==> src/rtl/linetab_pkg.sv <==
package linetab_pkg;
    localparam int ADDR_W    = 17;
    localparam int PTR_W     = 16;
    localparam int TBL_IDX_W = 8;

    typedef enum logic [2:0] {
        S_FLY,
        S_WAIT,
        S_PLO,
        S_PHI,
        S_FETCH,
        S_HOLD
    } seq_state_e;

    typedef enum logic [1:0] {
        A_PLO,
        A_PHI,
        A_BYTE
    } addr_sel_e;

    typedef struct packed {
        logic [7:0] loc;
        logic [7:0] org;
        logic       inv;
        logic       en;
    } disp_cfg_t;
endpackage

==> src/rtl/linetab_regs.sv <==
module linetab_regs
    import linetab_pkg::*;
(
    input  logic       clk,
    input  logic       rst_n,
    input  logic       cfg_wr,
    input  logic [1:0] cfg_sel,
    input  logic [7:0] cfg_wdata,
    output disp_cfg_t  cfg
);
    logic [5:0] unused_ctrl_bits;
    assign unused_ctrl_bits = cfg_wdata[5:0];

    always_ff @(posedge clk) begin
        if (!rst_n) begin
            cfg <= '0;
        end else if (cfg_wr) begin
            unique case (cfg_sel)
                2'd0: cfg.loc <= cfg_wdata;
                2'd1: cfg.org <= cfg_wdata;
                2'd2: begin
                    cfg.inv <= cfg_wdata[7];
                    cfg.en  <= cfg_wdata[6];
                end
                default: ;
            endcase
        end
    end
endmodule

==> src/rtl/linetab_addr.sv <==
module linetab_addr
    import linetab_pkg::*;
#(
    parameter int STRIDE = 8,
    parameter int ROW_W  = 8,
    parameter int COL_W  = 7
) (
    input  logic [7:0]        tbl_loc,
    input  logic [7:0]        origin,
    input  logic [ROW_W-1:0]  row,
    input  logic [COL_W-1:0]  col,
    input  logic [PTR_W-1:0]  ptr,
    input  addr_sel_e         sel,
    output logic [ADDR_W-1:0] addr
);
    logic [TBL_IDX_W-1:0] idx;
    logic [ADDR_W-1:0]    tbl_base;
    logic [ADDR_W-1:0]    entry_addr;
    logic [ADDR_W-1:0]    line_base;
    logic [ADDR_W-1:0]    byte_off;

    always_comb begin
        idx        = origin + TBL_IDX_W'(row);
        tbl_base   = {tbl_loc[7:5], tbl_loc[4:0], 9'b0};
        entry_addr = tbl_base | {8'b0, idx, 1'b0};
        line_base  = {ptr[15:13], ptr[12:3], 1'b0, ptr[2:0]};
        byte_off   = ADDR_W'(col) * ADDR_W'(STRIDE);
        unique case (sel)
            A_PLO:   addr = entry_addr;
            A_PHI:   addr = entry_addr | ADDR_W'(1);
            default: addr = line_base + byte_off;
        endcase
    end
endmodule

==> src/rtl/linetab_seq.sv <==
module linetab_seq
    import linetab_pkg::*;
#(
    parameter int COLS     = 90,
    parameter int ROWS     = 256,
    parameter int ROWS_ALT = 200,
    parameter int ROW_W    = 8,
    parameter int COL_W    = 7
) (
    input  logic             clk,
    input  logic             rst_n,
    input  logic             frame_start,
    input  logic             line_start,
    input  logic             byte_next,
    input  logic             mode60,
    input  logic             mem_ack,
    input  logic [7:0]       mem_rdata,
    output logic             mem_req,
    output addr_sel_e        sel,
    output logic [ROW_W-1:0] row,
    output logic [COL_W-1:0] col,
    output logic [PTR_W-1:0] ptr,
    output logic [7:0]       pix_raw,
    output logic             pix_valid,
    output logic             flyback
);
    seq_state_e state_q, state_d;
    logic last_col, last_row, line_done;

    assign last_col  = (col == COL_W'(COLS - 1));
    assign last_row  = (row == (mode60 ? ROW_W'(ROWS_ALT - 1) : ROW_W'(ROWS - 1)));
    assign line_done = (state_q == S_HOLD) && byte_next && last_col;

    always_comb begin
        state_d = state_q;
        unique case (state_q)
            S_FLY:   if (frame_start) state_d = S_WAIT;
            S_WAIT:  if (line_start)  state_d = S_PLO;
            S_PLO:   if (mem_ack)     state_d = S_PHI;
            S_PHI:   if (mem_ack)     state_d = S_FETCH;
            S_FETCH: if (mem_ack)     state_d = S_HOLD;
            S_HOLD: begin
                if (byte_next) begin
                    if (!last_col)     state_d = S_FETCH;
                    else if (last_row) state_d = S_FLY;
                    else               state_d = S_WAIT;
                end
            end
            default: state_d = S_FLY;
        endcase
        if (frame_start) state_d = S_WAIT;
    end

    always_ff @(posedge clk) begin
        if (!rst_n) state_q <= S_FLY;
        else        state_q <= state_d;
    end

    always_ff @(posedge clk) begin
        if (!rst_n) begin
            row     <= '0;
            col     <= '0;
            ptr     <= '0;
            pix_raw <= '0;
        end else begin
            if (frame_start)    row <= '0;
            else if (line_done) row <= row + ROW_W'(1);
            if (state_q == S_PHI && mem_ack)                    col <= '0;
            else if (state_q == S_HOLD && byte_next && !last_col) col <= col + COL_W'(1);
            if (state_q == S_PLO && mem_ack)   ptr[7:0]  <= mem_rdata;
            if (state_q == S_PHI && mem_ack)   ptr[15:8] <= mem_rdata;
            if (state_q == S_FETCH && mem_ack) pix_raw   <= mem_rdata;
        end
    end

    always_comb begin
        mem_req   = 1'b0;
        sel       = A_BYTE;
        pix_valid = 1'b0;
        flyback   = 1'b0;
        unique case (state_q)
            S_FLY:   flyback = 1'b1;
            S_WAIT:  ;
            S_PLO:   begin mem_req = 1'b1; sel = A_PLO; end
            S_PHI:   begin mem_req = 1'b1; sel = A_PHI; end
            S_FETCH: mem_req = 1'b1;
            S_HOLD:  pix_valid = 1'b1;
            default: ;
        endcase
    end
endmodule

==> src/rtl/linetab_fetch.sv <==
module linetab_fetch
    import linetab_pkg::*;
#(
    parameter int COLS     = 90,
    parameter int STRIDE   = 8,
    parameter int ROWS     = 256,
    parameter int ROWS_ALT = 200
) (
    input  logic              clk,
    input  logic              rst_n,
    input  logic              cfg_wr,
    input  logic [1:0]        cfg_sel,
    input  logic [7:0]        cfg_wdata,
    input  logic              frame_start,
    input  logic              line_start,
    input  logic              byte_next,
    input  logic              mode60,
    output logic              mem_req,
    output logic [ADDR_W-1:0] mem_addr,
    input  logic              mem_ack,
    input  logic [7:0]        mem_rdata,
    output logic              pix_valid,
    output logic [7:0]        pix_byte,
    output logic              blank,
    output logic              invert,
    output logic              flyback
);
    localparam int ROW_W = $clog2(ROWS);
    localparam int COL_W = $clog2(COLS);

    disp_cfg_t        cfg;
    addr_sel_e        sel;
    logic [ROW_W-1:0] row;
    logic [COL_W-1:0] col;
    logic [PTR_W-1:0] ptr;
    logic [7:0]       pix_raw;

    linetab_regs u_regs (
        .clk       (clk),
        .rst_n     (rst_n),
        .cfg_wr    (cfg_wr),
        .cfg_sel   (cfg_sel),
        .cfg_wdata (cfg_wdata),
        .cfg       (cfg)
    );

    linetab_seq #(
        .COLS(COLS), .ROWS(ROWS), .ROWS_ALT(ROWS_ALT), .ROW_W(ROW_W), .COL_W(COL_W)
    ) u_seq (
        .clk         (clk),
        .rst_n       (rst_n),
        .frame_start (frame_start),
        .line_start  (line_start),
        .byte_next   (byte_next),
        .mode60      (mode60),
        .mem_ack     (mem_ack),
        .mem_rdata   (mem_rdata),
        .mem_req     (mem_req),
        .sel         (sel),
        .row         (row),
        .col         (col),
        .ptr         (ptr),
        .pix_raw     (pix_raw),
        .pix_valid   (pix_valid),
        .flyback     (flyback)
    );

    linetab_addr #(.STRIDE(STRIDE), .ROW_W(ROW_W), .COL_W(COL_W)) u_addr (
        .tbl_loc (cfg.loc),
        .origin  (cfg.org),
        .row     (row),
        .col     (col),
        .ptr     (ptr),
        .sel     (sel),
        .addr    (mem_addr)
    );

    assign blank    = !cfg.en;
    assign invert   = cfg.inv;
    assign pix_byte = !cfg.en ? 8'h00 : (cfg.inv ? ~pix_raw : pix_raw);
endmodule

==> config.mk <==
export PLATFORM = sky130hd
export DESIGN_NAME = linetab_fetch
export DESIGN_NICKNAME = d
export VERILOG_FILES = /design/src/rtl/linetab_pkg.sv /design/src/rtl/linetab_regs.sv /design/src/rtl/linetab_addr.sv /design/src/rtl/linetab_seq.sv /design/src/rtl/linetab_fetch.sv
export SDC_FILE = /design/constraint.sdc
export NUM_CORES = 1
export LEC_CHECK = 0
export ABC_AREA = 1
export ABC_CLOCK_PERIOD_IN_PS = 6600
export BUFFER_PORTS_ARGS = -buffer_cell sky130_fd_sc_hd__buf_2
export CORE_MARGIN = 10
export CORE_UTILIZATION = 35
export CTS_BUF_LIST = sky130_fd_sc_hd__clkbuf_8 sky130_fd_sc_hd__clkbuf_16
export DETAILED_ROUTE_END_ITERATION = 8
export GPL_TIMING_DRIVEN = 0
export PLACE_DENSITY = 0.63
export RECOVER_POWER = 100
export SLEW_MARGIN = 20
export SYNTH_ARGS = -nofsm -noshare
export SYNTH_HDL_FRONTEND = slang
export SYNTH_SLANG_ARGS = --single-unit
==> constraint.sdc <==
create_clock -name clk -period 6.6 [get_ports clk]
set_clock_uncertainty 0.2 [all_clocks]
set_input_delay 0.99 -clock clk [delete_from_list [all_inputs] [get_ports clk]]
set_output_delay 0.99 -clock clk [all_outputs]
set_load 0.005 [all_outputs]
---- Word-level counts from Yosys, hierarchy flattened ----
Cells that the tools add are included.
word-level totals
  output and inout port bits .............. 30
  word-level logic and storage cells ...... 76
  register bits ........................... 60
  input port bits ......................... 26
operators by class
  muxes and demuxes ....................... 17
  $add $sub $neg .......................... 4
  reduce and logical (&&, ||, !) cells .... 19
  bitwise logic cells ..................... 4
  equality and inequality tests ........... 21
operators with widths
  operator                                                                number
  17-bit one-hot mux with 2 select lines                                  1
  3-bit two-way mux                                                       6
  3-bit one-hot mux with 6 select lines                                   1
  17-bit by 10-bit adder with 17-bit output                               1
  17-bit by 9-bit OR with 17-bit output                                   1
  8-bit two-way mux                                                       2
  3-bit != test (second input constant)                                   5
  2-bit != test (second input constant)                                   6
  6-bit AND reduction                                                     2
  8-bit by 1-bit adder with 8-bit output (second input constant)          1
  8-bit adder                                                             1
  8-bit equality test                                                     1
  8-bit inverter                                                          1
  7-bit by 1-bit adder with 7-bit output (second input constant)          1
  7-bit equality test (second input constant)                             1
  3-bit by 2-bit equality test with 1-bit output (second input constant)  2
  3-bit equality test (second input constant)                             2
  1-bit logical AND                                                       6
  6-bit two-way mux                                                       1
  2-bit AND reduction                                                     3
  1-bit two-way mux                                                       5
  2-bit by 1-bit equality test with 1-bit output (second input constant)  2
  2-bit logical NOT                                                       2
  2-bit one-hot mux with 2 select lines                                   1
  7 further kinds                                                         10

---- Logic depth before layout (Yosys ltp) ----
Gate-level depths: netlist of the first run.
  depth after elaboration ................. 7
  gate-level depth with buffers ........... 12
  gate-level depth less buffers ........... 12

---- Modules after synthesis ----
A second synthesis of the first run with hierarchy kept.
second synthesis, totals
  cells, all modules ...................... 614
  area, all modules ....................... 3,935.0 µm²
by module, submodules not included
  module         cells each  instances  seq. area each (µm²)  area each (µm²)
  linetab_seq    267         1          840.8                 1,975.6
  linetab_addr   192         1          0.0                   992.2
  linetab_regs   119         1          360.3                 808.3
  linetab_fetch  36          1          0.0                   158.9

---- Worst setup path after synthesis of the first run ----
No wires, ideal clock.
  kind .................................... flip-flop to output port
  start ................................... reg u_seq.col[1]
  end ..................................... out mem_addr[16]
  stages on the path, launching flop included .. 13
  data required time ...................... 5.410 ns
  slack ................................... 3.762 ns
  path buffers ............................ 0
  arrival ................................. 1.648 ns
  path through ............................ dfxtp_1 -> ha_1 -> inv_1 -> fa_1 -> inv_1 -> nand3_1 -> nand2_1 -> nand2_1 -> nand2_1 -> nand2_1 -> nand2_1 -> nand3_1 -> nand2_1
between the ends
  word-level cells in the longest chain between the ends .. 2
ends and longest elaborated chain
  item                                       RTL line             text
  start, declared                            linetab_seq.sv:21    output logic [COL_W-1:0] col,
  start signal, assigned                     linetab_seq.sv:69    else if (state_q == S_HOLD && byte_next && !last_col) col <= col + COL_W'(1);
  17-bit by 10-bit adder with 17-bit output  linetab_addr.sv:31   default: addr = line_base + byte_off;
  17-bit one-hot mux with 2 select lines     linetab_addr.sv:28   unique case (sel)
  end, declared                              linetab_fetch.sv:19  output logic [ADDR_W-1:0] mem_addr,
Every way passes these cells.

---- Worst setup path after layout of the first run ----
Same ends and word-level chain as after synthesis.

==> run_results.csv, run 1 <==
group,metric,value,unit
status,outcome,"finished, final reports clean",
pwr,power.density_cell_area,195.0,nW/um^2
place,place_hpwl,8087,um
grt,grt-ovfl-total,0,
logic_synthesis,netlist_area_before_placement,3585,sq um
sta,fmax,0.2751,GHz
clock_network,cts_root_buffer,"clkbuf_8",
detailed_routing,wl,10120,um
final_layout,num_antenna_cells,0,
clock_network,cts.reportedPaths.clkPinSlew,0.06,ns
grt,grt_pass1_wl,16660,um
logic_synthesis,yosys_warnings,0,
clock_network,cts_max_path_buffers,2,
clock_network,cts_tree,"built",
logic_synthesis,ys_types,35,
sta,finalWorstSetupSlack,2.965,ns
clock_network,clkLatencyLatePin,0.33,ns
sta,timing.setup.tns,0,ns
sta,rsz_0062_raised_after_global_routing,"false",
grt,groute.usage.overall,0.1389,
final_layout,post_layout_nonfiller_instances,735,
setup_path,worst_r2r_path_cells,9,
final_layout,num-fill-cells,1061,
place,portBuffers,54,
final_layout,drive_above_1_share,0.09967,
sta,max_slew_margin,0.4291,
sta,setup-violations-final,0,
final_layout,final_core_util,0.4248,
floorplan,rows,36,
floorplan,die_width,121.2,um
detailed_routing,drc,0,
logic_synthesis,yosysSeqAreaShare,0.3351,
place,placement.cell_area,4021,sq um
sta,tightest_hold_margin,0.2713,ns
final_layout,mostFrequentLayoutCell,"nand2_1",
place,dp_worst_setup_slack,3.350,ns
job,maxCapViolations,0,
floorplan,fp.coreArea,9864,sq um
setup_path,endpoint_kind,"output pin",
pwr,design_power,0.8172,mW
grt,grt_antenna_before_repair,0,
clock_network,cts.sink_count,60,
setup_path,timing_worst_setup_path_type,"reg2out",
grt,grt_max_degree,11,
sta,drv_slew,0,
setup_path,cp_max_fo,7,
detailed_routing,initialDrtViolationCount,203,
setup_path,cp.arrival,2.45,ns
clock_network,hold_buf_count_cts,0,
floorplan,dieHeight,121.2,um
detailed_routing,routed_wire_length_per_instance,13.77,um
pwr,peakVddDrop,0.0001221,V
clock_network,cts_max_level,3,
setup_path,crit_path_start_kind,"register",
logic_synthesis,postSynthRegisterBits,60,
logic_synthesis,post_synth.cell_area_avg,6.738,sq um
clock_network,cts_post_setup_buffers_inserted,0,
floorplan,floorplan.die_area,14690,sq um
min_path,hold_depth,2,
grt,first_global_vias,3480,
clock_network,post_cts_resized,0,
final_layout,final_cell_mix,"nand2_1, nor2_1, inv_1",
setup_path,r2r_slack,4.48,ns
floorplan,initial_core_util,0.3634,
sta,minimum_period_implied_by_the_final_worst_setup_slack,3.635,ns
final_layout,area.growth.synth_to_final,16.89,%
setup_path,timing.critical_path.required,5.41,ns
detailed_routing,drt-pass1-iter-count,4,
logic_synthesis,synthCells,532,
sta,tightest_slew,0.8498,ns
min_path,path_type_of_the_worst_min_delay_path,"reg2reg",
pwr,cellLeakagePower,1.820,nW
place,total_instance_count_after_detailed_placement,719,
detailed_routing,route.vias.total,3602,
detailed_routing,drt.antenna.violating_nets,0,
final_layout,design.final.nets,641,
clock_network,cts_made_buffers,9,
logic_synthesis,synthesis.nets,576,
detailed_routing,via_per_inst,4.901,
sta,hold_viol,0,
floorplan,boundaryPins,56,
sta,final_clock_period_utilization_by_the_worst_path,0.5508,
place,gp_congestion,0.8995,
final_layout,stdcell_area,4190,sq um
[layer usage]
layer,up-vias,part of all wire,track usage
li1,1872,-,-
met1,1624,0.48,0.1804
met2,93,0.46,0.2204
met3,13,0.053,0.03164
met4,0,0.013,0.04918
met5,-,0,0
[power breakdown]
group          switching, mW  leakage (nW)  internal (mW)
combinational         0.0349          1.21         0.0190
sequential           0.00533         0.486          0.369
clock                  0.147         0.120          0.242
[worst paths after layout]
| kind | from | end |
|---|---|---|
| hold / removal | u_regs.cfg[4] | u_regs.cfg[4] |
| setup / recovery | u_seq.col[1] | mem_addr[16] |
| hold reg to reg | u_regs.cfg[4] | u_regs.cfg[4] |
| setup reg to reg | u_seq.col[1] | u_seq.col[4] |
[logic make-up after synthesis]
group / count (synthesis) / share of synthesized area
XOR/XNOR: 18 / 0.04398
buffers and inverters: 75 / 0.08063
AO/OA/AOI/OAI: 106 / 0.1532
flip-flops: 60 / 0.3351
AND/OR/NAND/NOR: 255 / 0.3201
adder cells (fa/ha/maj): 18 / 0.06702
[synth_stat cells, drive strengths merged]
cell | instances | area (sq um)
o21ai | 44 | 220.2
dfxtp | 60 | 1201
clkbuf | 4 | 15.01
nor3 | 8 | 61.31
a21boi | 2 | 15.01
inv | 63 | 236.5
a21oi | 52 | 260.3
ha | 16 | 200.2
buf | 7 | 33.78
xor2 | 7 | 61.31
o22ai | 1 | 6.260
nand2 | 120 | 480.5
nand3b | 2 | 18.77
and2 | 1 | 6.260
o21bai | 3 | 22.52
nand4 | 7 | 50.05
nor4 | 1 | 6.260
xnor2 | 11 | 96.34
nand3 | 45 | 242.7
fa | 2 | 40.04
clkinv | 1 | 3.750
a31oi | 4 | 25.02
nor2 | 71 | 281.5
[registers in the layout (all words and copies together) (netlist names)]
name and flops:
u_regs.cfg 18, u_seq.ptr 16, u_seq.pix_raw 8, u_seq.row 8
u_seq.col 7, u_seq.state_q 3
[final cells by class]
cell class / instances / area [sq um] / share of cell area
timing repair buffer: 54 / 239.0 / 0.05703
inverter: 64 / 240.2 / 0.05733
buffer: 11 / 43.79 / 0.01045
multi-input combinational: 397 / 2063 / 0.4924
tap: 133 / 166.4 / 0.03971
clock buffer: 12 / 165.2 / 0.03941
sequential: 60 / 1201 / 0.2867
clock inverter: 4 / 71.32 / 0.01702
[worst max-delay path, cell delays in order (launching register included)]
cell and delay [ns]:
dfxtp_1 0.44, ha_1 0.25, inv_1 0.07, fa_1 0.37
inv_1 0.13, nand3_1 0.09, nand2_1 0.12, nand2_1 0.09
nand2_1 0.12, nand2_1 0.06, nand2_1 0.06, nand3_1 0.09
nand2_1 0.11, clkbuf_1 0.13
(Power assumes the default switching activity.)
==> run 2: changes to the inputs <==
--- a/config.mk
+++ b/config.mk
@@ -6,14 +6,14 @@
 export NUM_CORES = 1
 export LEC_CHECK = 0
 export ABC_AREA = 1
-export ABC_CLOCK_PERIOD_IN_PS = 6600
+export ABC_CLOCK_PERIOD_IN_PS = 3290
 export BUFFER_PORTS_ARGS = -buffer_cell sky130_fd_sc_hd__buf_2
 export CORE_MARGIN = 10
 export CORE_UTILIZATION = 35
 export CTS_BUF_LIST = sky130_fd_sc_hd__clkbuf_8 sky130_fd_sc_hd__clkbuf_16
 export DETAILED_ROUTE_END_ITERATION = 8
 export GPL_TIMING_DRIVEN = 0
-export PLACE_DENSITY = 0.63
+export PLACE_DENSITY = 0.65
 export RECOVER_POWER = 100
 export SLEW_MARGIN = 20
 export SYNTH_ARGS = -nofsm -noshare
==> constraint.sdc (replaced) <==
create_clock -name clk -period 3.29 [get_ports clk]
set_clock_uncertainty 0.2 [all_clocks]
set_input_delay 0.4935 -clock clk [delete_from_list [all_inputs] [get_ports clk]]
set_output_delay 0.4935 -clock clk [all_outputs]
set_load 0.005 [all_outputs]
==> run 2 against run 1 <==
Routed wire length barely moved. Critical path type unchanged. Combinational power up 100%. Clock power rose by 96%.
==> run_results.csv, run 2 (same netlist as run 1, synthesis figures left out) <==
group,metric,value,unit
sta,minimum_period_implied_by_the_final_worst_setup_slack,3.010,ns
sta,final_clock_period_utilization_by_the_worst_path,0.9150,
clock_network,cts_root_buffer,"clkbuf_8",
min_path,path_type_of_the_worst_min_delay_path,"in2reg",
floorplan,fp.coreArea,9864,sq um
place,gp_congestion,0.9396,
setup_path,critPathLaunch,"u_seq.ptr[3]",
detailed_routing,route.vias.total,3617,
setup_path,worst_r2r_path_cells,7,
job,maxCapViolations,0,
grt,grt_max_degree,11,
final_layout,mostFrequentLayoutCell,"nand2_1",
detailed_routing,drt-pass1-iter-count,4,
sta,tightest_slew,0.9991,ns
clock_network,cts_tree,"built",
place,portBuffers,54,
setup_path,cp.arrival,2.32,ns
pwr,peakVddDrop,0.0002419,V
grt,grt-ovfl-total,0,
setup_path,r2r_slack,0.89,ns
detailed_routing,wl,10120,um
detailed_routing,drt.antenna.violating_nets,0,
floorplan,floorplan.die_area,14690,sq um
place,total_instance_count_after_detailed_placement,719,
min_path,worst_hold_path_ep,"u_regs.cfg[14]",
clock_network,cts_max_level,3,
place,place_hpwl,8077,um
sta,setup-violations-final,0,
clock_network,clkLatencyLatePin,0.33,ns
grt,grt_pass1_wl,16730,um
sta,rsz_0062_raised_after_global_routing,"false",
setup_path,timing.critical_path.required,2.60,ns
setup_path,endpoint_kind,"output pin",
clock_network,cts_made_buffers,9,
setup_path,r2r_start,"u_seq.col[0]",
min_path,holdCritStartpoint,"cfg_wdata[4]",
setup_path,critical_path.reg2reg.endpoint,"u_seq.row[7]",
final_layout,area.growth.synth_to_final,15.74,%
sta,finalWorstSetupSlack,0.2798,ns
clock_network,cts_post_setup_buffers_inserted,0,
floorplan,dieHeight,121.2,um
final_layout,num_antenna_cells,0,
sta,max_slew_margin,0.3288,
final_layout,design.final.nets,641,
min_path,hold_depth,3,
detailed_routing,routed_wire_length_per_instance,13.78,um
grt,grt_antenna_before_repair,0,
setup_path,cp_max_fo,4,
detailed_routing,initialDrtViolationCount,206,
detailed_routing,via_per_inst,4.928,
pwr,power.density_cell_area,390.7,nW/um^2
setup_path,timing_worst_setup_path_type,"reg2out",
grt,groute.usage.overall,0.1386,
final_layout,largestRegisters,"u_regs.cfg: 18 flops, u_seq.ptr: 16 flops",
final_layout,num-fill-cells,1045,
floorplan,boundaryPins,56,
clock_network,cts.reportedPaths.clkPinSlew,0.07,ns
place,dp_worst_setup_slack,0.5535,ns
clock_network,cts.sink_count,60,
setup_path,crit_path_start_kind,"register",
sta,fmax,0.3322,GHz
status,outcome,"finished, final reports clean",
final_layout,drive_above_1_share,0.09817,
pwr,cellLeakagePower,1.797,nW
final_layout,top_register,"u_regs.cfg",
sta,hold_viol,0,
detailed_routing,drc,0,
clock_network,cts_max_path_buffers,2,
sta,drv_slew,0,
final_layout,largest_register_ffs,18,
floorplan,initial_core_util,0.3634,
final_layout,final_cell_mix,"nand2_1, nor2_1, inv_1",
grt,first_global_vias,3523,
sta,timing.setup.tns,0,ns
final_layout,post_layout_nonfiller_instances,734,
floorplan,die_width,121.2,um
floorplan,rows,36,
run 2: layer usage:
layer  GRT usage  vias up  routed length (um)
met4     0.04769        0                 140
met5           0        -                   0
met3     0.03397       12                 581
li1            -     1867                   -
met2      0.2180       91                4467
met1      0.1808     1647                4928
run 2: final cells by class:
class	instances	area [sq um]	share of cell area
plain buffers	11	45.04	0.01086
clock buffers	11	151.4	0.03649
repair buffers	54	242.7	0.05850
inverters	64	240.2	0.05790
well taps	133	166.4	0.04011
multi-input cells	397	2028	0.4888
flip-flops and latches	60	1202	0.2898
clock inverters	4	72.57	0.01749
run 2: how the worst max path moves through the flow:
stage | endpoint | slack (ns)
5_1_grt | mem_addr[16] | 0.03
6_report | mem_addr[16] | 0.28
4_1_cts | mem_addr[16] | 0.18
2_1_floorplan | mem_addr[16] | 0.95
3_3_place_gp | mem_addr[16] | 0.54
3_5_place_dp | mem_addr[16] | 0.55
run 2: power by group:
group | leakage, nW | internal (mW) | total [mW] | switching [mW]
clock network | 0.111 | 0.463 | 0.764 | 0.301
logic | 1.20 | 0.0382 | 0.108 | 0.0697
registers | 0.486 | 0.739 | 0.749 | 0.0100
run 2: metrics by stage:
step / power (mW) / instance area, sq um / hold slack [ns] / utilization
global route: 1.673 / 4149 / 0.2299 / 0.4206
floorplan: 0.8278 / 3585 / 0.2274 / -
CTS: 1.628 / 4245 / 0.1939 / 0.4304
finish: 1.621 / 4149 / 0.2041 / 0.4206
detailed placement: 0.8767 / 4021 / 0.2542 / 0.4077
global placement: 0.8743 / 4021 / 0.2502 / 0.4077
run 2: worst max-delay path, cell delays in order, from the launching register on:
cell and delay (ns):
dfxtp_1 0.39, ha_1 0.24, inv_1 0.07, fa_1 0.39, inv_2 0.10, nand3_1 0.07
nand2_1 0.11, nand2_1 0.09, nand2_1 0.12, nand2_1 0.06, nand2_1 0.06, nand3_1 0.08
nand2_1 0.09, buf_2 0.12
run 2: timing repair:
item / 4_1_cts / 5_1_grt
gates resized for setup: 0 / 3
setup endpoints to repair: 0 / 1
hold buffers: 0 / 0
